File: src/rtl/freq_cmd_pkg.sv
package freq_cmd_pkg;

  typedef enum logic [2:0] {
    PS_READY, PS_R2A, PS_ACTIVE, PS_A2R, PS_RST_ACC, PS_RST_DOWN
  } pstate_t;

  typedef enum logic [1:0] {AP_IDLE, AP_SHORT, AP_WAIT} apstate_t;

  localparam logic [7:0] CMD_READY   = 8'd1;
  localparam logic [7:0] CMD_ACTIVE  = 8'd2;
  localparam logic [7:0] CMD_SYSRST  = 8'd4;
  localparam logic [7:0] CMD_PORRST  = 8'd5;
  localparam logic [7:0] CMD_REFRESH = 8'd12;

  // codes 8..11: bit1 keeps output running, bit0 forces the update
  function automatic logic is_apply(input logic [7:0] c);
    return c[7:2] == 6'd2;
  endfunction

  function automatic logic values_differ(input logic [31:0] fa, input logic [31:0] fb,
                                         input logic [7:0] ma, input logic [7:0] mb);
    return (fa != fb) || (ma != mb);
  endfunction

  function automatic logic [7:0] status_encode(input pstate_t ps, input logic busy,
                                               input logic tuning);
    logic [7:0] s;
    case (ps)
      PS_READY:    s = 8'h01;
      PS_R2A:      s = 8'h11;
      PS_ACTIVE:   s = {5'b0, tuning, 2'b10};
      PS_A2R:      s = 8'h12;
      PS_RST_ACC:  s = 8'h08;
      PS_RST_DOWN: s = 8'h18;
      default:     s = 8'h00;
    endcase
    if (ps != PS_RST_ACC && ps != PS_RST_DOWN) s[7] = busy;
    return s;
  endfunction

endpackage

File: src/rtl/freq_cmd_regs.sv
module freq_cmd_regs import freq_cmd_pkg::*; #(
  parameter int               ADDR_W    = 8,
  parameter logic [ADDR_W-1:0] FREQ_ADDR = 'h10,
  parameter logic [ADDR_W-1:0] MODE_ADDR = 'h20,
  parameter logic [ADDR_W-1:0] OE_ADDR   = 'h21,
  parameter logic [ADDR_W-1:0] STAT_ADDR = 'h22,
  parameter logic [31:0]      DEF_FREQ  = 32'h4C8583B0,
  parameter logic [7:0]       DEF_MODE  = 8'h03,
  parameter bit               DEF_OE    = 1'b1
) (
  input  logic              clk,
  input  logic              rst_n,
  input  logic              wr_en,
  input  logic [ADDR_W-1:0] wr_addr,
  input  logic [7:0]        wr_data,
  input  logic [ADDR_W-1:0] rd_addr,
  output logic [7:0]        rd_data,
  input  logic [7:0]        status,
  input  logic              refresh_load,
  input  logic [31:0]       act_freq,
  input  logic [7:0]        act_mode,
  input  logic              restore,
  output logic [31:0]       stg_freq,
  output logic [7:0]        stg_mode,
  output logic              oe_bit,
  output logic [7:0]        cmd_code
);
  // command byte sits right after the big-endian frequency word
  localparam logic [ADDR_W-1:0] CMD_ADDR = FREQ_ADDR + ADDR_W'(4);

  logic cmd_hit;
  assign cmd_hit = wr_en && (wr_addr == CMD_ADDR);

  always_ff @(posedge clk) begin
    if (!rst_n || restore) begin
      stg_freq <= DEF_FREQ;
      stg_mode <= DEF_MODE;
      oe_bit   <= DEF_OE;
    end else begin
      if (refresh_load) begin
        stg_freq <= act_freq;
        stg_mode <= act_mode;
      end
      for (int i = 0; i < 4; i++)
        if (wr_en && wr_addr == FREQ_ADDR + ADDR_W'(i))
          stg_freq[31-8*i -: 8] <= wr_data;
      if (wr_en && wr_addr == MODE_ADDR) stg_mode <= wr_data;
      if (wr_en && wr_addr == OE_ADDR)   oe_bit   <= wr_data[0];
    end
  end

  // a pending code is taken on the next edge; a new write wins that edge
  always_ff @(posedge clk) begin
    if (!rst_n)       cmd_code <= '0;
    else if (cmd_hit) cmd_code <= wr_data;
    else              cmd_code <= '0;
  end

  always_comb begin
    rd_data = '0;
    for (int i = 0; i < 4; i++)
      if (rd_addr == FREQ_ADDR + ADDR_W'(i)) rd_data = stg_freq[31-8*i -: 8];
    if (rd_addr == CMD_ADDR)  rd_data = cmd_code;
    if (rd_addr == MODE_ADDR) rd_data = stg_mode;
    if (rd_addr == OE_ADDR)   rd_data = {7'b0, oe_bit};
    if (rd_addr == STAT_ADDR) rd_data = status;
  end

  a_r2_cmd_cleared: assert property (@(posedge clk) disable iff (!rst_n)
    (cmd_code != '0 && !cmd_hit) |=> cmd_code == '0);

endmodule

File: src/rtl/freq_cmd_power.sv
module freq_cmd_power import freq_cmd_pkg::*; #(
  parameter bit START_ACTIVE = 1'b1,
  parameter int TRANS_CYC    = 4,
  parameter int RST_CYC      = 6
) (
  input  logic    clk,
  input  logic    rst_n,
  input  logic    go_ready,
  input  logic    go_active,
  input  logic    go_reset,
  output pstate_t pstate,
  output logic    in_reset,
  output logic    reset_done
);
  localparam int      CMAX = (TRANS_CYC > RST_CYC) ? TRANS_CYC : RST_CYC;
  localparam int      CW   = $clog2(CMAX + 1);
  localparam pstate_t HOME = START_ACTIVE ? PS_ACTIVE : PS_READY;

  logic [CW-1:0] cnt;

  assign in_reset   = (pstate == PS_RST_ACC) || (pstate == PS_RST_DOWN);
  assign reset_done = (pstate == PS_RST_DOWN) && (cnt == '0);

  always_ff @(posedge clk) begin
    if (!rst_n) begin
      pstate <= HOME;
      cnt    <= '0;
    end else if (go_reset) begin
      pstate <= PS_RST_ACC;
      cnt    <= '0;
    end else begin
      case (pstate)
        PS_READY:
          if (go_active) begin pstate <= PS_R2A; cnt <= CW'(TRANS_CYC - 1); end
        PS_ACTIVE:
          if (go_ready) begin pstate <= PS_A2R; cnt <= CW'(TRANS_CYC - 1); end
        PS_R2A:
          if (go_ready) begin pstate <= PS_A2R; cnt <= CW'(TRANS_CYC - 1); end
          else if (cnt == '0) pstate <= PS_ACTIVE;
          else cnt <= cnt - CW'(1);
        PS_A2R:
          if (go_active) begin pstate <= PS_R2A; cnt <= CW'(TRANS_CYC - 1); end
          else if (cnt == '0) pstate <= PS_READY;
          else cnt <= cnt - CW'(1);
        PS_RST_ACC: begin
          pstate <= PS_RST_DOWN;
          cnt    <= CW'(RST_CYC - 1);
        end
        PS_RST_DOWN:
          if (cnt == '0) pstate <= HOME;
          else cnt <= cnt - CW'(1);
        default: pstate <= HOME;
      endcase
    end
  end

  a_r11_reset_seq: assert property (@(posedge clk) disable iff (!rst_n)
    (pstate == PS_RST_ACC && !go_reset) |=> pstate == PS_RST_DOWN);

  a_r4_ready_leaves_active: assert property (@(posedge clk) disable iff (!rst_n)
    (go_ready && !go_reset) |=> pstate != PS_ACTIVE);

endmodule

File: src/rtl/freq_cmd_apply.sv
module freq_cmd_apply import freq_cmd_pkg::*; #(
  parameter logic [31:0] DEF_FREQ  = 32'h4C8583B0,
  parameter logic [7:0]  DEF_MODE  = 8'h03,
  parameter int          SHORT_CYC = 3
) (
  input  logic        clk,
  input  logic        rst_n,
  input  logic        apply_cmd,
  input  logic        refresh_cmd,
  input  logic        keep_on,
  input  logic        force_upd,
  input  logic        abort,
  input  logic [31:0] stg_freq,
  input  logic [7:0]  stg_mode,
  input  logic        tune_done,
  output logic        busy,
  output logic        tuning,
  output logic        hold_off,
  output logic        tune_req,
  output logic [31:0] tune_freq,
  output logic [7:0]  tune_mode,
  output logic [31:0] act_freq,
  output logic [7:0]  act_mode,
  output logic        refresh_load
);
  localparam int SW = $clog2(SHORT_CYC + 1);

  apstate_t      st;
  logic [SW-1:0] scnt;
  logic          differ, launch;

  assign differ       = values_differ(stg_freq, act_freq, stg_mode, act_mode);
  assign busy         = (st != AP_IDLE);
  assign tuning       = (st == AP_WAIT);
  assign refresh_load = refresh_cmd && (st == AP_IDLE);
  assign launch       = apply_cmd && (st == AP_IDLE) && (differ || force_upd);

  always_ff @(posedge clk) begin
    if (!rst_n || abort) begin
      st        <= AP_IDLE;
      scnt      <= '0;
      tune_req  <= 1'b0;
      hold_off  <= 1'b0;
      tune_freq <= DEF_FREQ;
      tune_mode <= DEF_MODE;
      act_freq  <= DEF_FREQ;
      act_mode  <= DEF_MODE;
    end else begin
      case (st)
        AP_IDLE:
          if (launch) begin
            st        <= AP_WAIT;
            tune_req  <= 1'b1;
            tune_freq <= stg_freq;
            tune_mode <= stg_mode;
            hold_off  <= !keep_on;
          end else if (apply_cmd || refresh_cmd) begin
            st   <= AP_SHORT;
            scnt <= SW'(SHORT_CYC - 1);
          end
        AP_SHORT:
          if (scnt == '0) st <= AP_IDLE;
          else scnt <= scnt - SW'(1);
        AP_WAIT:
          if (tune_done) begin
            act_freq <= tune_freq;
            act_mode <= tune_mode;
            tune_req <= 1'b0;
            hold_off <= 1'b0;
            st       <= AP_IDLE;
          end
        default: st <= AP_IDLE;
      endcase
    end
  end

  a_r5_req_held: assert property (@(posedge clk) disable iff (!rst_n)
    (tune_req && !tune_done && !abort) |=> tune_req && $stable(tune_freq) && $stable(tune_mode));

  a_r7_plain_nochange: assert property (@(posedge clk) disable iff (!rst_n)
    (apply_cmd && st == AP_IDLE && !differ && !force_upd && !abort) |=> !tune_req && busy);

  a_r8_busy_drop: assert property (@(posedge clk) disable iff (!rst_n)
    (apply_cmd && st == AP_SHORT && !abort) |=> !tune_req);

endmodule

File: src/rtl/freq_cmd_ctrl.sv
module freq_cmd_ctrl import freq_cmd_pkg::*; #(
  parameter int               ADDR_W       = 8,
  parameter logic [ADDR_W-1:0] FREQ_ADDR    = 'h10,
  parameter logic [ADDR_W-1:0] MODE_ADDR    = 'h20,
  parameter logic [ADDR_W-1:0] OE_ADDR      = 'h21,
  parameter logic [ADDR_W-1:0] STAT_ADDR    = 'h22,
  parameter logic [31:0]      DEF_FREQ     = 32'h4C8583B0,
  parameter logic [7:0]       DEF_MODE     = 8'h03,
  parameter bit               DEF_OE       = 1'b1,
  parameter bit               START_ACTIVE = 1'b1,
  parameter int               TRANS_CYC    = 4,
  parameter int               SHORT_CYC    = 3,
  parameter int               RST_CYC      = 6
) (
  input  logic              clk,
  input  logic              rst_n,
  input  logic              wr_en,
  input  logic [ADDR_W-1:0] wr_addr,
  input  logic [7:0]        wr_data,
  input  logic [ADDR_W-1:0] rd_addr,
  output logic [7:0]        rd_data,
  output logic              tune_req,
  output logic [31:0]       tune_freq,
  output logic [7:0]        tune_mode,
  input  logic              tune_done,
  output logic              drv_oe
);
  logic [31:0] stg_freq, act_freq;
  logic [7:0]  stg_mode, act_mode, cmd_code, status;
  logic        oe_bit, refresh_load, reset_done, in_reset;
  logic        busy, tuning, hold_off;
  pstate_t     pstate;

  // named command events
  logic live, go_ready, go_active, go_reset, apply_cmd, refresh_cmd;
  assign live        = (cmd_code != '0) && !in_reset;
  assign go_ready    = live && (cmd_code == CMD_READY);
  assign go_active   = live && (cmd_code == CMD_ACTIVE);
  assign go_reset    = live && (cmd_code == CMD_SYSRST || cmd_code == CMD_PORRST);
  assign apply_cmd   = live && is_apply(cmd_code);
  assign refresh_cmd = live && (cmd_code == CMD_REFRESH);

  assign status = status_encode(pstate, busy, tuning);
  assign drv_oe = (pstate == PS_ACTIVE) && oe_bit && (act_mode != '0) && !hold_off;

  freq_cmd_regs #(
    .ADDR_W(ADDR_W), .FREQ_ADDR(FREQ_ADDR), .MODE_ADDR(MODE_ADDR), .OE_ADDR(OE_ADDR),
    .STAT_ADDR(STAT_ADDR), .DEF_FREQ(DEF_FREQ), .DEF_MODE(DEF_MODE), .DEF_OE(DEF_OE)
  ) u_regs (
    .clk(clk), .rst_n(rst_n), .wr_en(wr_en), .wr_addr(wr_addr), .wr_data(wr_data),
    .rd_addr(rd_addr), .rd_data(rd_data), .status(status), .refresh_load(refresh_load),
    .act_freq(act_freq), .act_mode(act_mode), .restore(reset_done),
    .stg_freq(stg_freq), .stg_mode(stg_mode), .oe_bit(oe_bit), .cmd_code(cmd_code)
  );

  freq_cmd_power #(
    .START_ACTIVE(START_ACTIVE), .TRANS_CYC(TRANS_CYC), .RST_CYC(RST_CYC)
  ) u_power (
    .clk(clk), .rst_n(rst_n), .go_ready(go_ready), .go_active(go_active),
    .go_reset(go_reset), .pstate(pstate), .in_reset(in_reset), .reset_done(reset_done)
  );

  freq_cmd_apply #(
    .DEF_FREQ(DEF_FREQ), .DEF_MODE(DEF_MODE), .SHORT_CYC(SHORT_CYC)
  ) u_apply (
    .clk(clk), .rst_n(rst_n), .apply_cmd(apply_cmd), .refresh_cmd(refresh_cmd),
    .keep_on(cmd_code[1]), .force_upd(cmd_code[0]), .abort(go_reset),
    .stg_freq(stg_freq), .stg_mode(stg_mode), .tune_done(tune_done),
    .busy(busy), .tuning(tuning), .hold_off(hold_off), .tune_req(tune_req),
    .tune_freq(tune_freq), .tune_mode(tune_mode), .act_freq(act_freq),
    .act_mode(act_mode), .refresh_load(refresh_load)
  );

  a_r3_one_power_bit: assert property (@(posedge clk) disable iff (!rst_n)
    $onehot0(status[1:0]));

  a_r4_ready_kills_oe: assert property (@(posedge clk) disable iff (!rst_n)
    go_ready |=> !drv_oe);

  a_r11_reset_aborts: assert property (@(posedge clk) disable iff (!rst_n)
    go_reset |=> !tune_req && status == 8'h08);

endmodule

File: config.mk
export PLATFORM = sky130hd
export DESIGN_NAME = freq_cmd_ctrl
export DESIGN_NICKNAME = d
export VERILOG_FILES = /design/src/rtl/freq_cmd_pkg.sv /design/src/rtl/freq_cmd_regs.sv /design/src/rtl/freq_cmd_power.sv /design/src/rtl/freq_cmd_apply.sv /design/src/rtl/freq_cmd_ctrl.sv
export SDC_FILE = /design/constraint.sdc
export NUM_CORES = 1
export LEC_CHECK = 0
export ABC_CLOCK_PERIOD_IN_PS = 4500
export BUFFER_PORTS_ARGS = -buffer_cell sky130_fd_sc_hd__buf_2
export CAP_MARGIN = 40
export CORE_ASPECT_RATIO = 1.2
export CORE_MARGIN = 2
export CORE_UTILIZATION = 40
export CTS_BUF_LIST = sky130_fd_sc_hd__clkbuf_16
export DETAILED_ROUTE_END_ITERATION = 8
export GPL_TIMING_DRIVEN = 0
export SYNTH_ARGS = -nofsm -noshare
export SYNTH_HDL_FRONTEND = slang
export SYNTH_SLANG_ARGS = --single-unit
File: constraint.sdc
create_clock -name clk -period 4.5 [get_ports clk]
set_input_delay 0.9 -clock clk [delete_from_list [all_inputs] [get_ports clk]]
set_output_delay 0.9 -clock clk [all_outputs]
set_load 0.1 [all_outputs]
==> results of run 1 <==
-- flip-flops by register name, indices dropped and copies added, names as in the netlist, 2 cells and up --
register           count
u_regs.cmd_code        8
u_apply.tune_mode      8
u_regs.stg_freq       32
u_regs.stg_mode        8
u_apply.act_mode       8
u_power.pstate         3
u_power.cnt            3
u_apply.scnt           2
u_apply.act_freq      32
u_apply.tune_freq     32
u_apply.st             2
-- routing by layer --
layer	track usage [%]	part of all wire (%)	vias to the layer above
met4	9.00	2.3	0
met1	29.3	42	2742
met3	5.91	5.8	35
li1	-	-	2771
met5	0	0	-
met2	41.7	50	200
-- cell families after synthesis --
logic type / share of synthesized area, %
AND/OR/NAND/NOR: 20.8
AO/OA/AOI/OAI: 14.7
flip-flops: 43.5
multiplexers: 11.7
buffers and inverters: 3.28
XOR/XNOR: 5.53
adder cells (fa/ha/maj): 0.579
-- critical path, cell delays in order --
cell	delay, ns
buf_2	0.13
or3b_2	0.50
nor4_1	0.65
buf_2	0.26
a32oi_1	0.06
a21oi_1	0.16
a31oi_1	0.07
nand3_1	0.15
buf_2	0.44
-- per-stage QoR --
stage          std cells  instance area (sq um)  hold slack, ns  setup slack [ns]
2_1_floorplan        725                   6490           0.456             0.217
3_3_place_gp        1013                   7140           0.448             0.323
3_5_place_dp        1017                   7170           0.459             0.369
4_1_cts             1049                   7750           0.468             0.359
5_1_grt             1049                   7750           0.483             0.183
6_report            1049                   7750           0.465             0.279
-- power breakdown --
group / leakage [nW] / internal [mW] / switching (mW)
Clock: 0.278 / 0.857 / 0.543
Combinational: 1.94 / 0.0263 / 0.0649
Sequential: 1.14 / 1.25 / 0.000902
-- path summary, 6_finish.rpt --
path	startpoint	end	slack [ns]	depth (start not counted)
min	u_apply.tune_req	u_apply.tune_req	0.47	2
max reg2reg	u_regs.cmd_code[7]	u_apply.tune_freq[19]	1.78	7
max	rd_addr[2]	rd_data[0]	0.28	9
min reg2reg	u_apply.tune_req	u_apply.tune_req	0.47	2
-- synthesized netlist by cell type, types with 6 or more instances --
cell,n
dfxtp_1,141
nand2_1,113
a21oi_1,67
nor2_1,66
mux2i_1,43
xor2_1,37
clkbuf_1,27
a22o_1,26
nand3_1,23
nor4_1,16
mux2_2,15
buf_2,14
o22a_1,14
and2_1,8
nand2b_1,8
inv_1,7
mux4_2,7
nor2b_1,7
o21ai_0,6
or3_1,6
-- layout make-up --
type	count	area, sq um
Clock buffer	17	425
Sequential cell	141	2820
Buffer	45	186
Fill cell	1621	8330
Clock inverter	15	155
Tap cell	212	265
Inverter	7	26.3
Timing Repair Buffer	80	407
Multi-Input combinational cell	532	3460
==> results.md, run 1 <==
* Mapped Cells at ~730
* H-Tree Depth at 4
* Cell area after synthesis at roughly 0.0065 sq mm
* LEAKAGE at 3.35 nW
* Initial DRC Count at between 400 and 500
* EDFF count, synth at 0
* Die ar. at ~0.017 sq mm
* Fraction of registers with async set/reset at 0%
* Clk Latency, worst-skew pair at around 0.43 ns
* Slew Limit Fails at 0
* Status: completed
* Total CTS buffers at 17
* Req. time, crit path at approximately 3.6 ns
* Final hold viol count at 0
* Crit Path Max Fanout at 5
* PwrDens at between 300 and 400 mW/mm^2
* Power, Total at ~2.7 mW
* # IOs at 78
* CTS tree: done
* Achievable Freq at roughly 240 MHz
* CTS max path bufs at 2
* Worst-Margin Slew at between 0.8 and 0.9 ns
* Syn Area/Cell at between 8 and 9 sq um
* Primary FF master, synth: dfxtp_1
* Total negative slack at 0 ns
* # resized after CTS at 0
* Synth cell types at 56
* Endpoints failing setup at 0
* Clock skew at between 0.01 and 0.015 ns
* Row count at 51
* Class of the worst hold path: reg2reg
* Worst VDD drop at between 0.0002 and 0.00025 V
* Initial core utilization at 40.4%
* Detailed Routing Iterations Pass 1 at 7
* GRT Resource Usage Total at 24.2%
* Syn nets at ~760
* Seq cells post-synth at around 140
* Commonest non-fill, non-tap cell in the layout: dfxtp_1
* Yosys warns at 0
* Total grt overflow at 0
* Clk sinks at ~140
* # port buffers at 76
* Diodes inserted at 0
* Initial antenna violation count at 0
* Post-CTS Hold Fix Bufs at 0
* Post-synthesis sequential area ratio at 43.5%
* Area grow syn2layout at 19.4%
* Final Cycle Share at ~94%
* Setup crit end kind: output pin
* Final HPWL DP at between 15 and 20 mm
* CP Launch Type: input port
* Nets@finish at roughly 860
* WP data arrival at approximately 3.3 ns
* # Post-CTS Setup Buffers at 0
* Clk slew on worst S/H paths at 0.06 ns
* DR vias/cell at 5.48
* Layout cell share with drive strength beyond 1 at a little under a fifth
* Share of the synthesized area in the top cell type at 43.5%
* Max-Cap Viols at 0
* Top post-synthesis cells by area: dfxtp_1, mux2i_1, nand2_1
* Core area at 0.0161 sq mm
* Post-route DRC at 0
* WS Path Type: in2out
* Pin count of the biggest net entering global routing at 17
* Commonest non-fill, non-tap cells in the layout: dfxtp_1, nand2_1, buf_2, a21oi_1, nor2_1
* Tmin final at around 4.2 ns
* Routability congestion estimate at just over 0.9
* Max_slew headroom at about two fifths
* First-pass GRT wire length at slightly above 30 mm
* Routed WL at about 20 mm
* Vias in the first global route at between 5000 and 6000
* WL per Instance at ~19 um
* Yosys top cell by area: dfxtp_1
* Die Span X at about 120 um
* CTS Root Buffer Type: clkbuf_16
* Via Count at roughly 5700
* Antenna Nets Post-Route at 0
* Unrepaired setup endpoints after global routing: no
* Die height at ~140 um
* Core Util, Final at between 40% and 50%
Note: power is estimated with default switching activity, not from simulation.
==> inputs of run 2 (changes only) <==
- ABC_CLOCK_PERIOD_IN_PS: 4500 -> 3500
- clock period: 4.5 -> 3.5 ns (I/O delays scaled with it)
==> run 2 against run 1 <==
Power grew 29%. Worst hold slack lost 0.0067 ns. Non-clock buffer count stayed put. Core utilization increased by 0.23 points. Clock skew fell by 0.0027 ns. Sequential share of layout area shrank 0.18 points. Via count fell by 0.68%. Largest cell class unchanged.
==> results.md, run 2 (same netlist as run 1, synthesis figures left out) <==
* Clk slew on worst S/H paths at 0.06 ns
* WL met2 at a little under 10 mm
* Reg power frac at ~46%
* H-Tree Depth at 4
* CTS Root Buffer Type: clkbuf_16
* Layout cell share with drive strength beyond 1 at a little under 20%
* Crit Path Max Fanout at 6
* # port buffers at 76
* Final hold viol count at 0
* Post-CTS Hold Fix Bufs at 0
* Initial core utilization at roughly 40%
* Worst VDD drop at approximately 0.00029 V
* Initial antenna violation count at 0
* Commonest non-fill, non-tap cells in the layout: dfxtp_1, nand2_1, buf_2, a21oi_1, nor2_1
* Initial DRC Count at 500
* DR vias/cell at ~5.4
* # IOs at 78
* Core Util, Final at 48.4%
* Power, Total at roughly 3.5 mW
* Met3 routed WL at approximately 980 um
* Clk Latency, worst-skew pair at between 0.4 and 0.5 ns
* Pin count of the biggest net entering global routing at 17
* Die height at between 100 and 150 um
* Final Cycle Share at 98.6%
* Worst-Margin Slew at just over 0.8 ns
* Clock power frac at about half
* Max_slew headroom at between 40% and 50%
* Routed WL at ~20 mm
* Biggest regs: u_apply.act_freq (32), u_apply.tune_freq (32), u_regs.stg_freq (32)
* WP data arrival at ~2.8 ns
* Slew Limit Fails at 0
* Net Switching at between 0.7 and 0.8 mW
* PwrDens at about 450 mW/mm^2
* Req. time, crit path at approximately 2.8 ns
* Top routing layer in use: met4
* Clk sinks at between 100 and 150
* Area grow syn2layout at 20.0%
* CTS tree: done
* CP Launch Type: input port
* Max-Cap Viols at 0
* Metal-1 WL at between 8 and 9 mm
* Tmin final at ~3.5 ns
* CTS max path bufs at 2
* Diodes inserted at 0
* Antenna Nets Post-Route at 0
* Setup crit end kind: output pin
* Post-route DRC at 0
* Status: completed
* Core area at 0.0161 sq mm
* Final HPWL DP at ~15 mm
* Routability congestion estimate at approximately 0.92
* First-pass GRT wire length at roughly 31 mm
* Die ar. at ~0.017 sq mm
* Nets@finish at ~860
* Clock skew at between 0.01 and 0.015 ns
* LEAKAGE at about 3.4 nW
* Internal power at 2.74 mW
* Die Span X at approximately 120 um
* Via Count at approximately 5700
* Row count at 51
* Logic pwr share at between 3 and 4%
* Total CTS buffers at 17
* Sw Share at around 22%
* Endpoints failing setup at 0
* Fill count at 1620
* WL per Instance at around 20 um
* # Post-CTS Setup Buffers at 0
* Unrepaired setup endpoints after global routing: no
* Commonest non-fill, non-tap cell in the layout: dfxtp_1
* Total grt overflow at 0
* Vias in the first global route at 5416
* GRT Resource Usage Total at around 24%
* Detailed Routing Iterations Pass 1 at 6
* Achievable Freq at 290 MHz
* WS Path Type: in2out
* Class of the worst hold path: reg2reg
## run 2: routing by layer
metal	track usage, %	up-vias
met1	30.3	2687
met4	12.1	0
li1	-	2767
met5	0	-
met3	3.85	53
met2	40.1	202
## run 2: layout make-up
type                    count  area [sq um]  share of cell area, %
clock inverters            14           153                   1.96
inverters                   7          26.3                  0.338
clock buffers              17           425                   5.47
plain buffers              45           193                   2.48
multi-input cells         532          3490                   44.8
well taps                 212           265                   3.41
repair buffers             80           412                   5.29
flip-flops and latches    141          2820                   36.3
## run 2: worst paths after layout
kind,start,slack (ns),to,cells after the start
max reg2reg,u_regs.cmd_code[7],0.82,u_apply.tune_freq[20],7
min reg2reg,u_apply.tune_req,0.46,u_apply.tune_req,2
max,rd_addr[3],0.05,rd_data[2],7
min,u_apply.tune_req,0.46,u_apply.tune_req,2
## run 2: critical path, stage by stage
cell and delay, ns:
buf_2 0.10, or3_1 0.45, or3_1 0.42, nor3_2 0.37
a222oi_1 0.26, o31ai_4 0.09, clkbuf_4 0.36
## run 2: metrics by stage
step,std cells,hold WS [ns],area (sq um),TNS (ns),worst slack (ns)
2_1_floorplan,725,0.456,6510,0,0.104
3_3_place_gp,1013,0.447,7160,-1.34,-0.311
3_5_place_dp,1017,0.449,7180,-0.602,-0.277
4_1_cts,1048,0.457,7770,-0.00136,-0.00136
5_1_grt,1048,0.470,7780,0,0.00334
6_report,1048,0.459,7780,0,0.0483
## run 2: power groups by stage
stage | Clock (mW) | Sequential, mW | Combinational [mW]
final | 1.80 | 1.61 | 0.120
after global routing | 1.88 | 1.61 | 0.127
after detailed placement | 0 | 1.64 | 0.116
after global placement | 0 | 1.64 | 0.115
after floorplan | 0 | 1.64 | 0.0558
after CTS | 1.82 | 1.61 | 0.117
## run 2: timing repair
action                                  CTS  global route
endpoints found under the setup margin    6             2
gates resized for setup                   4             7
pin swaps                                 0             1
endpoints found under the hold margin     0             0
